File: src/rtl/i2c_mem_pkg.sv
package i2c_mem_pkg;
  typedef enum logic [2:0] {
    ST_IDLE,
    ST_ADDR,
    ST_PTR,
    ST_WDATA,
    ST_ACK,
    ST_RD,
    ST_RACK,
    ST_IGN
  } st_e;
endpackage

File: src/rtl/i2c_sync.sv
module i2c_sync #(
  parameter int unsigned W       = 2,
  parameter int unsigned STAGES  = 2,
  parameter logic        RST_VAL = 1'b1
) (
  input  logic         clk_i,
  input  logic         rst_ni,
  input  logic [W-1:0] d_i,
  output logic [W-1:0] q_o
);
  for (genvar b = 0; b < W; b++) begin : g_bit
    logic [STAGES-1:0] chain;
    always_ff @(posedge clk_i or negedge rst_ni) begin
      if (!rst_ni) chain <= {STAGES{RST_VAL}};
      else if (STAGES == 1) chain <= d_i[b];
      else chain <= {chain[STAGES-2:0], d_i[b]};
    end
    assign q_o[b] = chain[STAGES-1];
  end
endmodule

File: src/rtl/i2c_cond_det.sv
module i2c_cond_det (
  input  logic clk_i,
  input  logic rst_ni,
  input  logic scl_s_i,
  input  logic sda_s_i,
  output logic start_o,
  output logic stop_o,
  output logic rise_o,
  output logic fall_o
);
  logic scl_q, sda_q;

  always_ff @(posedge clk_i or negedge rst_ni) begin
    if (!rst_ni) begin
      scl_q <= 1'b1;
      sda_q <= 1'b1;
    end else begin
      scl_q <= scl_s_i;
      sda_q <= sda_s_i;
    end
  end

  // data edges while the clock is high both before and after
  assign start_o = scl_q & scl_s_i & sda_q & ~sda_s_i;
  assign stop_o  = scl_q & scl_s_i & ~sda_q & sda_s_i;
  assign rise_o  = ~scl_q & scl_s_i;
  assign fall_o  = scl_q & ~scl_s_i;
endmodule

File: src/rtl/i2c_mem_array.sv
module i2c_mem_array #(
  parameter int unsigned DEPTH = 256,
  parameter int unsigned DW    = 8,
  localparam int unsigned AW   = $clog2(DEPTH)
) (
  input  logic          clk_i,
  input  logic          rst_ni,
  input  logic          we_i,
  input  logic [AW-1:0] waddr_i,
  input  logic [DW-1:0] wdata_i,
  input  logic [AW-1:0] raddr_i,
  output logic [DW-1:0] rdata_o
);
  logic [DW-1:0] mem_q [DEPTH];

  always_ff @(posedge clk_i or negedge rst_ni) begin
    if (!rst_ni) begin
      for (int i = 0; i < DEPTH; i++) mem_q[i] <= '0;
    end else if (we_i) begin
      mem_q[waddr_i] <= wdata_i;
    end
  end

  assign rdata_o = mem_q[raddr_i];
endmodule

File: src/rtl/i2c_mem_fsm.sv
module i2c_mem_fsm
  import i2c_mem_pkg::*;
#(
  parameter logic [6:0]  DEV_ADDR = 7'h50,
  parameter int unsigned AW       = 8
) (
  input  logic          clk_i,
  input  logic          rst_ni,
  input  logic          start_i,
  input  logic          stop_i,
  input  logic          rise_i,
  input  logic          fall_i,
  input  logic          sda_s_i,
  input  logic [7:0]    rdata_i,
  output logic          we_o,
  output logic [AW-1:0] waddr_o,
  output logic [7:0]    wdata_o,
  output logic [AW-1:0] ptr_o,
  output logic          sda_oe_o,
  output st_e           state_o
);
  st_e          state, nxt;
  logic [7:0]   sh, tx;
  logic [3:0]   cnt;
  logic         done, mack, oe;
  logic [AW-1:0] ptr;

  always_ff @(posedge clk_i or negedge rst_ni) begin
    if (!rst_ni) begin
      state   <= ST_IDLE;
      nxt     <= ST_IDLE;
      sh      <= '0;
      tx      <= '0;
      cnt     <= '0;
      done    <= 1'b0;
      mack    <= 1'b0;
      oe      <= 1'b0;
      ptr     <= '0;
      we_o    <= 1'b0;
      waddr_o <= '0;
      wdata_o <= '0;
    end else begin
      we_o <= 1'b0;
      if (start_i) begin
        state <= ST_ADDR;
        cnt   <= '0;
        done  <= 1'b0;
        oe    <= 1'b0;
      end else if (stop_i) begin
        state <= ST_IDLE;
        cnt   <= '0;
        done  <= 1'b0;
        oe    <= 1'b0;
      end else begin
        case (state)
          ST_ADDR, ST_PTR, ST_WDATA: begin
            if (rise_i && !done) begin
              sh  <= {sh[6:0], sda_s_i};
              cnt <= cnt + 4'd1;
              if (cnt == 4'd7) done <= 1'b1;
            end else if (fall_i && done) begin
              done <= 1'b0;
              cnt  <= '0;
              if (state == ST_ADDR) begin
                if (sh[7:1] == DEV_ADDR) begin
                  oe    <= 1'b1;
                  state <= ST_ACK;
                  nxt   <= sh[0] ? ST_RD : ST_PTR;
                end else begin
                  state <= ST_IGN;
                end
              end else if (state == ST_PTR) begin
                ptr   <= sh[AW-1:0];
                oe    <= 1'b1;
                state <= ST_ACK;
                nxt   <= ST_WDATA;
              end else begin
                we_o    <= 1'b1;
                waddr_o <= ptr;
                wdata_o <= sh;
                ptr     <= ptr + 1'b1;
                oe      <= 1'b1;
                state   <= ST_ACK;
                nxt     <= ST_WDATA;
              end
            end
          end
          ST_ACK: begin
            if (fall_i) begin
              state <= nxt;
              cnt   <= '0;
              if (nxt == ST_RD) begin
                tx  <= rdata_i;
                oe  <= ~rdata_i[7];
                ptr <= ptr + 1'b1;
              end else begin
                oe <= 1'b0;
              end
            end
          end
          ST_RD: begin
            if (rise_i) begin
              cnt <= cnt + 4'd1;
            end else if (fall_i) begin
              if (cnt == 4'd8) begin
                oe    <= 1'b0;
                state <= ST_RACK;
              end else begin
                oe <= ~tx[3'd7 - cnt[2:0]];
              end
            end
          end
          ST_RACK: begin
            if (rise_i) begin
              mack <= ~sda_s_i;
            end else if (fall_i) begin
              if (mack) begin
                tx    <= rdata_i;
                oe    <= ~rdata_i[7];
                ptr   <= ptr + 1'b1;
                cnt   <= '0;
                state <= ST_RD;
              end else begin
                state <= ST_IGN;
              end
            end
          end
          default: ;
        endcase
      end
    end
  end

  assign ptr_o    = ptr;
  assign sda_oe_o = oe;
  assign state_o  = state;
endmodule

File: src/rtl/i2c_mem_slave.sv
module i2c_mem_slave
  import i2c_mem_pkg::*;
#(
  parameter logic [6:0]  DEV_ADDR = 7'h50,
  parameter int unsigned DEPTH    = 256,
  localparam int unsigned AW      = $clog2(DEPTH)
) (
  input  logic clk_i,
  input  logic rst_ni,
  input  logic scl_i,
  input  logic sda_i,
  output logic sda_oe_o
);
  logic          scl_s, sda_s;
  logic          start_w, stop_w, rise_w, fall_w;
  logic          we_w;
  logic [AW-1:0] waddr_w, ptr_w;
  logic [7:0]    wdata_w, rdata_w;
  st_e           state_w;

  i2c_sync #(.W(2), .STAGES(2), .RST_VAL(1'b1)) u_sync (
    .clk_i  (clk_i),
    .rst_ni (rst_ni),
    .d_i    ({scl_i, sda_i}),
    .q_o    ({scl_s, sda_s})
  );

  i2c_cond_det u_det (
    .clk_i   (clk_i),
    .rst_ni  (rst_ni),
    .scl_s_i (scl_s),
    .sda_s_i (sda_s),
    .start_o (start_w),
    .stop_o  (stop_w),
    .rise_o  (rise_w),
    .fall_o  (fall_w)
  );

  i2c_mem_array #(.DEPTH(DEPTH), .DW(8)) u_mem (
    .clk_i   (clk_i),
    .rst_ni  (rst_ni),
    .we_i    (we_w),
    .waddr_i (waddr_w),
    .wdata_i (wdata_w),
    .raddr_i (ptr_w),
    .rdata_o (rdata_w)
  );

  i2c_mem_fsm #(.DEV_ADDR(DEV_ADDR), .AW(AW)) u_fsm (
    .clk_i    (clk_i),
    .rst_ni   (rst_ni),
    .start_i  (start_w),
    .stop_i   (stop_w),
    .rise_i   (rise_w),
    .fall_i   (fall_w),
    .sda_s_i  (sda_s),
    .rdata_i  (rdata_w),
    .we_o     (we_w),
    .waddr_o  (waddr_w),
    .wdata_o  (wdata_w),
    .ptr_o    (ptr_w),
    .sda_oe_o (sda_oe_o),
    .state_o  (state_w)
  );
endmodule

File: config.mk
export PLATFORM = sky130hd
export DESIGN_NAME = i2c_mem_slave
export DESIGN_NICKNAME = d
export VERILOG_FILES = /design/src/rtl/i2c_mem_pkg.sv /design/src/rtl/i2c_sync.sv /design/src/rtl/i2c_cond_det.sv /design/src/rtl/i2c_mem_array.sv /design/src/rtl/i2c_mem_fsm.sv /design/src/rtl/i2c_mem_slave.sv
export SDC_FILE = /design/constraint.sdc
export NUM_CORES = 2
export LEC_CHECK = 0
export ABC_AREA = 1
export BUFFER_PORTS_ARGS = -buffer_cell sky130_fd_sc_hd__buf_2
export CAP_MARGIN = 20
export CELL_PAD_IN_SITES_DETAIL_PLACEMENT = 0
export CELL_PAD_IN_SITES_GLOBAL_PLACEMENT = 2
export CORE_UTILIZATION = 30
export DETAILED_ROUTE_END_ITERATION = 12
export PLACE_DENSITY = 0.67
export SLEW_MARGIN = 20
export SYNTH_ARGS = -nofsm -noshare
export SYNTH_HDL_FRONTEND = slang
export SYNTH_SLANG_ARGS = --single-unit
export TNS_END_PERCENT = 20
File: constraint.sdc
create_clock -name clk_i -period 2.26 [get_ports clk_i]
set_input_delay 0.452 -clock clk_i [delete_from_list [all_inputs] [get_ports clk_i]]
set_output_delay 0.452 -clock clk_i [all_outputs]
set_load 0.005 [all_outputs]
# == Word level (Yosys, flattened, before mapping) ==
# Index checks and enable logic that the tools add are counted.
# W data, S select, Z words.
# word_totals
inputBits,4
word_cells,430
register_bits,2108
out_inout_bits,1
# op_classes
add_sub_neg,3
n_bitwise,20
order_cmp,4
n_reduce_logical,20
mux,79
n_eq_ne,32
# ops
op,count
$bwmux W2048,1
$mux W8,17
$bmux W8 S8,1
$demux W8 S8,1
$mux W3,13
$mux W4,9
$mux W1,28
$ne A4 B3 Y1 const B,7
$pmux W8 S3,1
$ge A9 B9 Y1 const B,2
$not A8 Y9,2
$ne A4 B4 Y1 const B,4
$pmux W4 S4,1
$pmux W8 S2,1
$reduce_and A7 Y1,2
$eq A3 B3 Y1 const B,4
$pmux W3 S4,1
$not A1 Y1,11
$reduce_and A11 Y1,1
$ne A2 B1 Y1 const B,5
$reduce_and A10 Y1,1
$lt A9 B1 Y1 const B,1
$reduce_and A9 Y1,1
$add A8 B1 Y8 const B,1
other kinds (26),42

# == Longest topological paths before layout ==
# depth
depth_word,11
mapped_depth,19
mapped_depth_nobuf,16

# == Hierarchy ==
# From an unflattened synthesis, not the netlist that was laid out.
# unflattened
cells_unflattened,11971
area_unflattened_um2,95570.4
# modules_own_cells
mod,cells_each,instances,area_per_inst_um2,seq_area_each_um2
i2c_mem_array,11565,1,92487.5,51249.2
i2c_mem_fsm,387,1,2869.0,1351.3
i2c_sync,6,1,120.1,105.1
i2c_cond_det,13,1,93.8,52.6

# == Worst setup path before layout ==
# OpenSTA, ideal clock, no wires.
# synth_timing
kind,reg-to-reg
startpoint,reg u_sync.g_bit[0].chain[1]
endpoint,reg u_fsm.tx[0]
path_stages_with_launch,10
arrival_time_ns,1.819
slack_ns,0.324
required_ns,2.143
period_less_slack_ns,1.936
setup_ns,0.117
path_buffers,0
path_cell_list,dfstp_2 inv_1 nand4_1 inv_1 nor2_1 nand4_1 nor3_2 inv_1 nand2_1 nand2_1
# synth_via
elab_chain_len,4
word_cells_on_any_way,6
classes_between,bitwise (5); reduce/logical (1)
# synth_lines
item,line_no,text
"start, declared",i2c_sync.sv:12,logic [STAGES-1:0] chain;
"start signal, assigned",i2c_sync.sv:14,if (!rst_ni) chain <= {STAGES{RST_VAL}};
"start signal, assigned",i2c_sync.sv:15,else if (STAGES == 1) chain <= d_i[b];
"start signal, assigned",i2c_sync.sv:16,"else chain <= {chain[STAGES-2:0], d_i[b]};"
$not A1 Y1,i2c_cond_det.sv:24,assign start_o = scl_q & scl_s_i & sda_q & ~sda_s_i;
$and A1 B1 Y1,i2c_cond_det.sv:24,
$not A1 Y1 (no line),--,
$reduce_and A8 Y1 (no line) *,--,
"end signal, assigned",i2c_mem_fsm.sv:93,tx <= rdata_i;
"end signal, assigned",i2c_mem_fsm.sv:118,tx <= rdata_i;
"end, declared",i2c_mem_fsm.sv:23,"logic [7:0] sh, tx;"
# Every way passes the cells marked *; elsewhere a longest branch is shown, timed or not.
# A chain may end at the register's enable or synchronous reset.

# == Final worst setup path ==
# layout_timing
startpoint,reg u_fsm.ptr[0] (netlist: u_fsm.ptr_o[0])
endpoint,reg u_fsm.tx[6]
# layout_via
elab_chain_len,8
word_cells_on_any_way,10
classes_between,mux (9); bitwise (1)
# layout_lines
item,line_no,text
"start, declared",i2c_mem_fsm.sv:26,logic [AW-1:0] ptr;
"start signal, assigned",i2c_mem_fsm.sv:73,ptr <= sh[AW-1:0];
"start signal, assigned",i2c_mem_fsm.sv:81,ptr <= ptr + 1'b1;
"start signal, assigned",i2c_mem_fsm.sv:95,ptr <= ptr + 1'b1;
$not A8 Y9 (not written as such) *,i2c_mem_array.sv:24,assign rdata_o = mem_q[raddr_i];
$bmux W8 S8 *,i2c_mem_array.sv:24,
$mux W8 (not written as such) * (2 in series),i2c_mem_array.sv:24,
$mux W8,i2c_mem_fsm.sv:117,if (mack) begin
$mux W8,i2c_mem_fsm.sv:116,end else if (fall_i) begin
$mux W8,i2c_mem_fsm.sv:114,if (rise_i) begin
$pmux W8 S2 *,i2c_mem_fsm.sv:55,case (state)
# Every way passes the cells marked *; elsewhere a longest branch is shown, timed or not. The select of a mux whose other input is x is not followed.

==> out/results.tsv <==
stage	metric	value	unit
run_status	outcome	finished, violations left	
run_status	violations	setup timing	
placed_design	io_buffers	4	
critical_path	cp_num_buf_inv	5	
critical_path	worstPathArrival	3610	ps
cts	clk_pin_slew	60	ps
power	power_density	1120	nW/um^2
placed_design	place_inst	15696	
yosys	syn-cell-area	95000	um^2
sta	fin_crit	2770	ps
detailed_routing	drt_pass1_iterations	8	
cts	tritoncts	built	
yosys	yosys_warnings	0	
sta	grt_setup_unrepaired	true	
cts	clk_path_buf_depth	4	
global_route	grt_max_degree	89	
critical_path	worstSetupPathType	reg2reg	
yosys	synthesis.nets	11534	
placed_design	gp_congestion	0.856	
detailed_routing	drt-total-wl	379000	um
critical_path	critical_path.top_delay_family	buffers and inverters	
floorplanning	initial_utilization	30.2	%
yosys	synth_edf_count	0	
finish	layout.area.seq	52800	um^2
detailed_routing	wl_per_cell	23.4	um
global_route	grt_pass1_vias	81946	
finish	multi_input_area	38700	um^2
sta	fin_ws	-511	ps
sta	skew	71.1	ps
floorplanning	num_rows	206	
cts	cts.sinks	2108	
yosys	synth_cells	11527	
critical_path	r2r_end	u_fsm.tx[6]	
cts	numCtsBuffers	243	
yosys	synthArstFlopShare	100	%
detailed_routing	drtIter0Drc	8095	
floorplanning	die_y	565	um
sta	slew_headroom	50.6	%
sta	fmax	0.361	GHz
yosys	synth_flop_cell	dfrtp_1	
yosys	synth_cell_types	36	
sta	finalMaxSlewViolations	0	
global_route	antenna_found_initial	9	
sta	hold_violations	0	
placed_design	dp_hpwl	243000	um
finish	syn_to_final_growth	23.9	%
yosys	syn_avg_cell_area	8.25	um^2
critical_path	required	3100	ps
cts	clock_latency	960	ps
critical_path	crit_chain	buf_12, buf_12, buf_16, buf_12, o21ai_2, o22ai_1, buf_4, o211ai_1, nand3_2, nand3_4, nand2_1, nand3_2, nand2_1, nand2_1, nand2_1	
cts	htreeDepth	4	
detailed_routing	ant_nets	0	
yosys	ys_ff_latch	2108	
finish	final_nets	11870	
sta	whs	159	ps
yosys	synth_top_area_share	55.3	%
run	maxCapViolCount	0	
detailed_routing	avgViaCountPerCell	5.17	
yosys	synth.yosys.seq_area_share	55.5	%
sta	period_share	123	%
critical_path	critPathLaunchType	register	
critical_path	r2r_slack	-510	ps
critical_path	slowest_delay	560	ps
global_route	grt_usage	23.6	%
hold_path	min-delay-start	sda_i	
global_route	grt_pass1_wl	566000	um
finish	final_cells	16227	
critical_path	crit_path_end_kind	register	
detailed_routing	via_count	83918	
hold_path	hold_end	u_sync.g_bit[0].chain[0]	
detailed_routing	drc_errors	0	
floorplanning	fp.dieArea	319000	um^2
yosys	synth_area_leaders	dfrtp_1 55%, o21ai_0 15%, nand2_1 11%	
finish	final_layout_size_suffix_gt1_share	14.5	%
floorplanning	io-pin-count	5	
yosys	yosys.area.top_type	dfrtp_1	
cts	cts-root-buf	clkbuf_16	
finish	fillers	32394	
critical_path	critPathSlowestCell	dfrtp_4	
floorplanning	coreArea	315000	um^2
power	p_leak	51.3	nW
sta	worst_slew_pin_slew	740	ps
critical_path	r2r_cells	15	
sta	setup_viol	9	
critical_path	r2r-start	u_fsm.ptr_o[0]	
global_route	overflow	0	
floorplanning	die_w	565	um
power	vdd_drop_max	0.687	mV
hold_path	holdPathStages	2	
critical_path	crit_top_cell	nand2_1	
critical_path	crit_fanout	9	
hold_path	min_path_type	in2reg	
[logic make-up after synthesis]
group	Yosys count	synth area share (%)
and+or+nand+nor	4614	18.9
AOI/OAI and AO/OA	3641	20.4
DFF	2108	55.5
buffers and inverters	1158	5.08
xor gates and xnor gates	3	0.0276
adders and majority gates	3	0.0395
[placed cells by master (no fill, tap or decap), types with 66 or more instances in the layout]
cell type / count
nand2_1: 2777
nand3_2: 89
o22ai_1: 84
dfrtp_1: 2095
inv_1: 177
buf_4: 710
o211ai_1: 327
buf_12: 244
nand3_1: 292
o21ai_0: 2844
o21ai_1: 151
nor2_1: 1288
clkbuf_16: 255
nand2_2: 69
clkbuf_8: 66
a21oi_1: 130
[state kept, by name, summed over array words and instances, names as in the netlist]
signal / count
u_sync.g_bit.chain: 4
u_fsm.mack: 1
u_fsm.wdata_o: 8
u_fsm.sh: 8
u_mem.mem_q: 2048
u_fsm.state_o: 3
u_fsm.sda_oe_o: 1
u_fsm.tx: 8
u_det.sda_q: 1
u_fsm.we_o: 1
u_fsm.done: 1
u_fsm.ptr_o: 8
u_fsm.waddr_o: 8
u_det.scl_q: 1
u_fsm.nxt: 3
u_fsm.cnt: 4
[metrics by stage]
step | area, um^2 | setup TNS [ps] | power [mW] | setup WS (ps) | util [%]
after detailed placement | 107000 | -12810 | 86.0 | -751 | 33.9
after CTS | 117000 | -3740 | 131 | -478 | 37.1
final | 118000 | -3860 | 132 | -511 | 37.4
after global routing | 118000 | -5300 | 138 | -552 | 37.4
after global placement | 107000 | -14580 | 86.4 | -834 | 33.9
after floorplan | 95000 | 0 | 62.2 | 324 | -
[worst max-delay path by stage]
stage / from / to / slack (ps) / depth (start not counted)
floorplan: u_sync.g_bit[0].chain[1] / u_fsm.tx[0] / 320 / 9
global placement: u_fsm.ptr_o[1] / u_fsm.tx[5] / -830 / 16
detailed placement: u_fsm.ptr_o[1] / u_fsm.tx[5] / -750 / 16
CTS: u_fsm.ptr_o[0] / u_fsm.tx[0] / -480 / 17
global route: u_fsm.ptr_o[0] / u_fsm.tx[0] / -550 / 14
finish: u_fsm.ptr_o[0] / u_fsm.tx[6] / -510 / 15
[timing repair]
action	4_1_cts	5_1_grt
gates cloned	18	9
setup buffers	32	24
endpoints found under the setup margin	128	341
endpoints found under the hold margin	965	0
resized for setup	242	186
hold buffers	3	0
pin swaps	37	65
[report_power, final]
group | total, mW | internal [mW] | switching [mW]
clock | 40.5 | 23.6 | 16.9
combinational | 52.9 | 19.8 | 33.1
sequential | 38.5 | 38.0 | 0.427
[synthesized netlist by cell type (4+ instances only)]
library cell	number
dfstp_2	6
buf_6	16
inv_1	188
o211ai_1	327
o21ai_1	121
clkinv_1	7
nand4_1	4
buf_2	151
nor3_1	13
clkbuf_1	702
o22ai_1	86
nor3_2	18
nand2_1	2861
nor2_1	1322
buf_4	44
dfrtp_1	2102
o21ai_0	2884
o221ai_1	64
inv_2	6
a21oi_1	149
buf_1	43
nand3_1	392
[layer usage]
metal	up-vias	GRT usage, %	wire length, um
li1	39298	-	-
met4	2	5.66	9670
met2	2247	37.4	171000
met5	-	0	13
met3	465	3.12	19400
met1	41906	33.9	179000
[worst register-to-register path: stages, from the launching register on]
cell and delay (ps):
dfrtp_4 560, buf_12 190, buf_12 180, buf_16 160, buf_12 160, o21ai_2 130, o22ai_1 90, buf_4 150
o211ai_1 350, nand3_2 270, nand3_4 150, nand2_1 70, nand3_2 70, nand2_1 70, nand2_1 60, nand2_1 50
[final cells by class]
type                    instances  area share [%]
clock buffers                 368            6.18
repair buffers               1047            10.2
diodes                          3         0.00638
clock inverters                78           0.692
well taps                    4160            4.42
multi-input cells            8261            32.9
flip-flops and latches       2108            44.8
inverters                     201           0.727
repair inverters                1         0.00744
No activity file was read; power rests on OpenSTA's default activity.
